### config.mk
export PLATFORM = sky130hd
export DESIGN_NAME = dual_space_dmem
export DESIGN_NICKNAME = d
export VERILOG_FILES = /design/src/rtl/dspace_pkg.sv /design/src/rtl/dspace_decode.sv /design/src/rtl/dspace_ram_bank.sv /design/src/rtl/dspace_spec_file.sv /design/src/rtl/dual_space_dmem.sv
export SDC_FILE = /design/constraint.sdc
export NUM_CORES = 2
export LEC_CHECK = 0
export ABC_AREA = 1
export BUFFER_PORTS_ARGS = -buffer_cell sky130_fd_sc_hd__buf_2
export CAP_MARGIN = 20
export CORE_MARGIN = 4
export CORE_UTILIZATION = 42
export DETAILED_ROUTE_END_ITERATION = 12
export PLACE_DENSITY = 0.7
export SLEW_MARGIN = 20
export SYNTH_ARGS = -nofsm -noshare
export SYNTH_HDL_FRONTEND = slang
export SYNTH_SLANG_ARGS = --single-unit
### constraint.sdc
create_clock -name clk -period 2.2 [get_ports clk]
set_clock_uncertainty 0.2 [all_clocks]
set_input_delay 0.11 -clock clk [delete_from_list [all_inputs] [get_ports clk]]
set_output_delay 0.11 -clock clk [all_outputs]
set_load 0.005 [all_outputs]
### src/rtl/dspace_pkg.sv
package dspace_pkg;

    localparam int AW       = 8;
    localparam int DW       = 8;
    localparam int NUM_SPEC = 6;

    typedef enum logic [1:0] {
        TGT_NONE  = 2'd0,
        TGT_LOWER = 2'd1,
        TGT_UPPER = 2'd2,
        TGT_SPEC  = 2'd3
    } target_e;

    typedef struct packed {
        target_e tgt;
        logic    rd;
        logic    wr;
    } route_t;

    // Address of implemented special register number idx.
    function automatic logic [7:0] spec_addr(input int idx);
        case (idx)
            0:       return 8'h80;
            1:       return 8'h90;
            2:       return 8'hA0;
            3:       return 8'hB0;
            4:       return 8'hE0;
            default: return 8'hF0;
        endcase
    endfunction

    // Reset value: the four port-like registers come up all ones.
    function automatic logic [7:0] spec_reset(input int idx);
        return (idx < 4) ? 8'hFF : 8'h00;
    endfunction

    // Target selection: upper half picks a store by addressing mode.
    function automatic route_t route(input logic hi_half, input logic ind,
                                     input logic rd, input logic wr);
        route_t r;
        r.rd = rd;
        r.wr = wr;
        if (!(rd || wr))   r.tgt = TGT_NONE;
        else if (!hi_half) r.tgt = TGT_LOWER;
        else if (ind)      r.tgt = TGT_UPPER;
        else               r.tgt = TGT_SPEC;
        return r;
    endfunction

endpackage

### src/rtl/dspace_decode.sv
module dspace_decode
    import dspace_pkg::*;
(
    input  logic   hi_half,
    input  logic   indirect,
    input  logic   rd_en,
    input  logic   wr_en,
    output route_t rt,
    output logic   sel_lower,
    output logic   sel_upper,
    output logic   sel_spec
);

    always_comb begin
        rt        = route(hi_half, indirect, rd_en, wr_en);
        sel_lower = (rt.tgt == TGT_LOWER);
        sel_upper = (rt.tgt == TGT_UPPER);
        sel_spec  = (rt.tgt == TGT_SPEC);
    end

endmodule

### src/rtl/dspace_ram_bank.sv
module dspace_ram_bank #(
    parameter int AW = 7,
    parameter int DW = 8
) (
    input  logic          clk,
    input  logic          rst,
    input  logic          we,
    input  logic          re,
    input  logic [AW-1:0] addr,
    input  logic [DW-1:0] wdata,
    output logic [DW-1:0] rdata
);

    localparam int DEPTH = 1 << AW;

    logic [DW-1:0] mem [DEPTH];

    always_ff @(posedge clk) begin
        if (we) mem[addr] <= wdata;
    end

    // Registered read; a same-cycle write is not yet visible.
    always_ff @(posedge clk) begin
        if (rst)     rdata <= '0;
        else if (re) rdata <= mem[addr];
    end

endmodule

### src/rtl/dspace_spec_file.sv
module dspace_spec_file
    import dspace_pkg::*;
#(
    parameter int AW = 8,
    parameter int DW = 8
) (
    input  logic          clk,
    input  logic          rst,
    input  logic          we,
    input  logic          re,
    input  logic [AW-1:0] addr,
    input  logic [DW-1:0] wdata,
    output logic [DW-1:0] rdata
);

    logic [NUM_SPEC-1:0] hit;
    logic [DW-1:0]       masked [NUM_SPEC];
    logic [DW-1:0]       rd_mux;

    for (genvar i = 0; i < NUM_SPEC; i++) begin : g_reg
        logic [DW-1:0] val_q;

        assign hit[i] = (addr == AW'(spec_addr(i)));

        always_ff @(posedge clk) begin
            if (rst)                val_q <= DW'(spec_reset(i));
            else if (we && hit[i])  val_q <= wdata;
        end

        assign masked[i] = hit[i] ? val_q : '0;
    end

    // Unmapped addresses hit nothing and so read back zero.
    always_comb begin
        rd_mux = '0;
        for (int k = 0; k < NUM_SPEC; k++) rd_mux = rd_mux | masked[k];
    end

    always_ff @(posedge clk) begin
        if (rst)     rdata <= '0;
        else if (re) rdata <= rd_mux;
    end

endmodule

### src/rtl/dual_space_dmem.sv
module dual_space_dmem
    import dspace_pkg::*;
#(
    parameter int ADDR_W = AW,
    parameter int DATA_W = DW
) (
    input  logic              clk,
    input  logic              rst,
    input  logic [ADDR_W-1:0] addr,
    input  logic [DATA_W-1:0] wdata,
    input  logic              wr_en,
    input  logic              rd_en,
    input  logic              indirect,
    output logic [DATA_W-1:0] rdata,
    output logic              sel_lower,
    output logic              sel_upper,
    output logic              sel_spec
);

    localparam int BANK_AW   = ADDR_W - 1;
    localparam int NUM_BANKS = 2;

    route_t      rt;
    logic [DATA_W-1:0] bank_q [NUM_BANKS];
    logic [DATA_W-1:0] spec_q;
    target_e     src_q;

    dspace_decode u_dec (
        .hi_half   (addr[ADDR_W-1]),
        .indirect  (indirect),
        .rd_en     (rd_en),
        .wr_en     (wr_en),
        .rt        (rt),
        .sel_lower (sel_lower),
        .sel_upper (sel_upper),
        .sel_spec  (sel_spec)
    );

    for (genvar b = 0; b < NUM_BANKS; b++) begin : g_bank
        localparam target_e BANK_TGT = (b == 0) ? TGT_LOWER : TGT_UPPER;
        logic hit;
        assign hit = (rt.tgt == BANK_TGT);

        dspace_ram_bank #(.AW(BANK_AW), .DW(DATA_W)) u_bank (
            .clk   (clk),
            .rst   (rst),
            .we    (rt.wr & hit),
            .re    (rt.rd & hit),
            .addr  (addr[BANK_AW-1:0]),
            .wdata (wdata),
            .rdata (bank_q[b])
        );
    end

    dspace_spec_file #(.AW(ADDR_W), .DW(DATA_W)) u_spec (
        .clk   (clk),
        .rst   (rst),
        .we    (rt.wr & (rt.tgt == TGT_SPEC)),
        .re    (rt.rd & (rt.tgt == TGT_SPEC)),
        .addr  (addr),
        .wdata (wdata),
        .rdata (spec_q)
    );

    // Remember which store answered the last read.
    always_ff @(posedge clk) begin
        if (rst)        src_q <= TGT_NONE;
        else if (rd_en) src_q <= rt.tgt;
    end

    always_comb begin
        case (src_q)
            TGT_LOWER: rdata = bank_q[0];
            TGT_UPPER: rdata = bank_q[1];
            TGT_SPEC:  rdata = spec_q;
            default:   rdata = '0;
        endcase
    end

endmodule

==> results.md <==
* Status: complete, but fails checks
* Failing checks: setup timing
* Routed Antenna Nets at 0
* WL/cell at 20.37 um
* Rel. slew slack at roughly 47%
* Critical Path End Type: flip-flop
* Layout Area Growth over Synthesis at 17.97%
* Comb power frac at roughly 7%
* Initial antenna violation count at 4
* Port buffer count at 31
* First-pass GRT wire length at 375200 um
* Yosys reg bits at 2122
* Psw at 19.41 mW
* Clock power frac at 40.7%
* Worst path max stage delay at 0.60 ns
* Via count at between 60000 and 70000
* Total GRT Usage at a little over a fifth
* Syn nets at ~8600
* Yosys cell types at 44
* P_int at 65.53 mW
* Leakage at 42.53 nW
* TritonCTS Sinks at 2122
* Pre-antenna DRT Iters at 6
* DP Worst Slack at -0.3883 ns
* Die X at 469.4 um
* TNS Setup at -0.05428 ns
* FP Rows at 169
* Crit share post-route at 102.5%
* Remaining routing DRC violations at 0
* 1st-iter DRT viols at 7544
* Largest net degree at the start of global routing at 78
* GRT overflow at 0
* CTS tree: yes
* CTS buffer count at 206
* Mapped cell area at between 80000 and 90000 sq um
* Worst setup margin at -0.05428 ns
* CORE AREA at 211900 sq um
* Max Cap Viol at 0
* Root buf cell: clkbuf_16
* Die height at around 470 um
* Worst-path clk slew at 0.06 ns
* Top FF cell, synth: edfxtp_1
* Vias in the first global route at around 63000
* Syn Area/Cell at 10.46 sq um
* DRT Wirelength at 247300 um
* Critical setup path kind: primary input to flip-flop
* Sequential fraction of design power at 52.3%
* CP Data Required Time at between 2 and 3 ns
* Critical Path Slowest Stage Cell: dlygate4sd3_1
* Worst vdd ir at 696.7 uV
* Proportion of synthesized chip area in sequential cells at 70.45%
* Fmax at 443.6 MHz
* Post-synth EDFFs at slightly above 2000
* Layout cells sized above 1 at 13.06%
* CTS H-Tree Depth at 4
* Reg2reg setup slack at 0.14 ns
* Worst-Skew Late Latency at 0.86 ns
* Full die area at 220300 sq um
* Sw Share at 22.85%
* Tightest Hold Check Type: primary input to flip-flop
* Shortest period the worst path allows at 2.254 ns
* Worst-margin pin slew at 0.7930 ns
* Post-CTS Setup Bufs at 0
* Share of the synthesized area in the top cell type at 68.79%
* Max FO, Critical Path at 6
* Ant diodes at 0
* Hold Fails Final Rpt at 0
* Critical-path cell list: dlygate4sd3_1 -> buf_2 -> dlygate4sd3_1 -> inv_1 -> nor2_1 -> inv_1 -> a21oi_1 -> nand2_1 -> nor2_1 -> nor2_1
* Power per Cell Area at 805.4 nW/um^2
* Synth top area cells: edfxtp_1, nand2_1, dfxtp_1
* Critical path launch point type: primary input
* Most used cell, CP: nor2_1
* Final Wtd Congestion at 0.9190
* I/O pin count at 32
* Arr. time, crit path at roughly 2.8 ns
* Final Slew Violations at 0
* Final HPWL from detailed placement at 156400 um
* Starting Density at 42.19%
* Synthesized instance count at about 8600
* Synth warnings at 0
* NumNets Final at 9163
* Yosys top cell by area: edfxtp_1
* Ys async rst share at 0%
* Clock tree buffer depth at 3
* DR vias/cell at between 5 and 6
* Final setup fails at 1
synth_stat cells (6+ instances only):
cell type	number
o21ai_1	87
nand4_1	36
nand2_1	4880
o211ai_1	33
o21ai_0	111
inv_1	63
o22ai_1	13
a22oi_1	13
a21oi_1	225
buf_1	44
clkbuf_1	176
nor2_1	99
nor2_2	6
buf_6	27
nand3_1	50
buf_2	159
dfxtp_1	74
buf_4	91
edfxtp_1	2048
nor3_1	255
power by group through the flow:
| stage | clock network (mW) | registers (mW) | logic, mW |
|---|---|---|---|
| 2_1_floorplan | 0 | 45.2 | 2.86 |
| 3_3_place_gp | 0 | 45.2 | 5.76 |
| 3_5_place_dp | 0 | 45.3 | 5.83 |
| 4_1_cts | 35.0 | 44.4 | 5.91 |
| 5_1_grt | 36.7 | 44.4 | 6.45 |
| 6_report | 34.6 | 44.4 | 5.97 |
registers in the layout, summed over array words and instances, names as in the netlist:
signal / count
g_bank.u_bank.mem: 2048
u_spec.g.val_q: 48
g_bank.u_bank.rdata: 16
src_q: 2
u_spec.rdata: 8
worst max-delay path: cells and delay by family:
kind	cells	cell delay (ns)
buf+inv	5	1.59
compound gates	1	0.45
simple gates	4	0.64
placed cells by master, fill, tap and decap left out, types with 5 or more instances in the layout:
master	instances
clkinv_2	35
nand4_1	36
o21ai_1	87
dfxtp_1	73
buf_12	135
nand2_1	4875
clkinv_8	5
buf_2	20
a22oi_1	13
dlygate4sd3_1	25
clkinvlp_4	8
o21ai_0	110
inv_1	51
a41oi_1	5
clkbuf_16	208
nor2_1	91
and2_1	5
inv_16	5
clkbuf_8	9
edfxtp_1	2048
nand3_1	47
nand2_2	5
clkinv_1	41
o211ai_1	33
buf_8	10
o211ai_2	5
nor2_2	11
o22ai_1	13
a21oi_1	225
buf_4	693
nor2_4	5
bufinv_16	14
inv_2	13
nor3_2	9
nand3_2	5
clkbuf_1	57
nor3_1	247
per-layer routing:
| layer | up-vias | part of all wire, % | global-route usage, % |
|---|---|---|---|
| met5 | - | 0 | 0 |
| met4 | 0 | 4.1 | 8.692 |
| met3 | 533 | 9.7 | 3.986 |
| met2 | 3294 | 47 | 35.25 |
| met1 | 30760 | 39 | 29.45 |
| li1 | 29660 | - | - |
kinds of logic after synthesis:
| group | count (synthesis) | synth area share, % |
|---|---|---|
| buffers and inverters | 569 | 3.264 |
| flip-flops | 2122 | 70.45 |
| AND/OR/NAND/NOR | 5357 | 23.22 |
| AO/OA/AOI/OAI | 502 | 3.065 |
what timing repair did:
action | 4_1_cts | 5_1_grt
resized for setup | 5 | 9
setup endpoints to repair | 8 | 23
endpoints found under the hold margin | 2280 | 0
hold buffers | 25 | 0
path summary, 6_finish.rpt:
kind | from | end | cells past startpoint
hold reg to reg | u_spec.g_reg[2].val_q[0]$_SDFFE_PP1P_ | u_spec.g_reg[2].val_q[0]$_SDFFE_PP1P_ | 2
setup / recovery | rd_en | g_bank[0].u_bank.rdata[6]$_SDFFE_PP0P_ | 10
hold / removal | wdata[0] | g_bank[0].u_bank.mem[20][0]$_DFFE_PP_ | 2
setup reg to reg | g_bank[1].u_bank.mem[101][5]$_DFFE_PP_ | g_bank[1].u_bank.rdata[5]$_SDFFE_PP0P_ | 13
layout make-up:
cell class | instances | area (sq um)
fill | 18240 | 106400
sequential | 2122 | 62980
multi-input combinational | 5859 | 23620
timing repair buffer | 884 | 8419
clock buffer | 273 | 5529
tap | 2821 | 3530
clock inverter | 113 | 1086
inverter | 69 | 299.0
through the flow:
stage / utilization [%] / hold WS [ns] / area, sq um / std cells / total power [mW]
after global routing: 49.78 / 0.03635 / 105500 / 12140 / 87.50
after detailed placement: 46.52 / 0.1516 / 98560 / 11730 / 51.08
after global placement: 46.52 / 0.1446 / 98560 / 11730 / 51.01
after floorplan: - / -0.02093 / 89440 / 8550 / 48.10
final: 49.78 / 0.07070 / 105500 / 12140 / 84.94
after CTS: 49.77 / 0.02432 / 105400 / 12140 / 85.26
No activity file was read; power rests on OpenSTA's default activity.
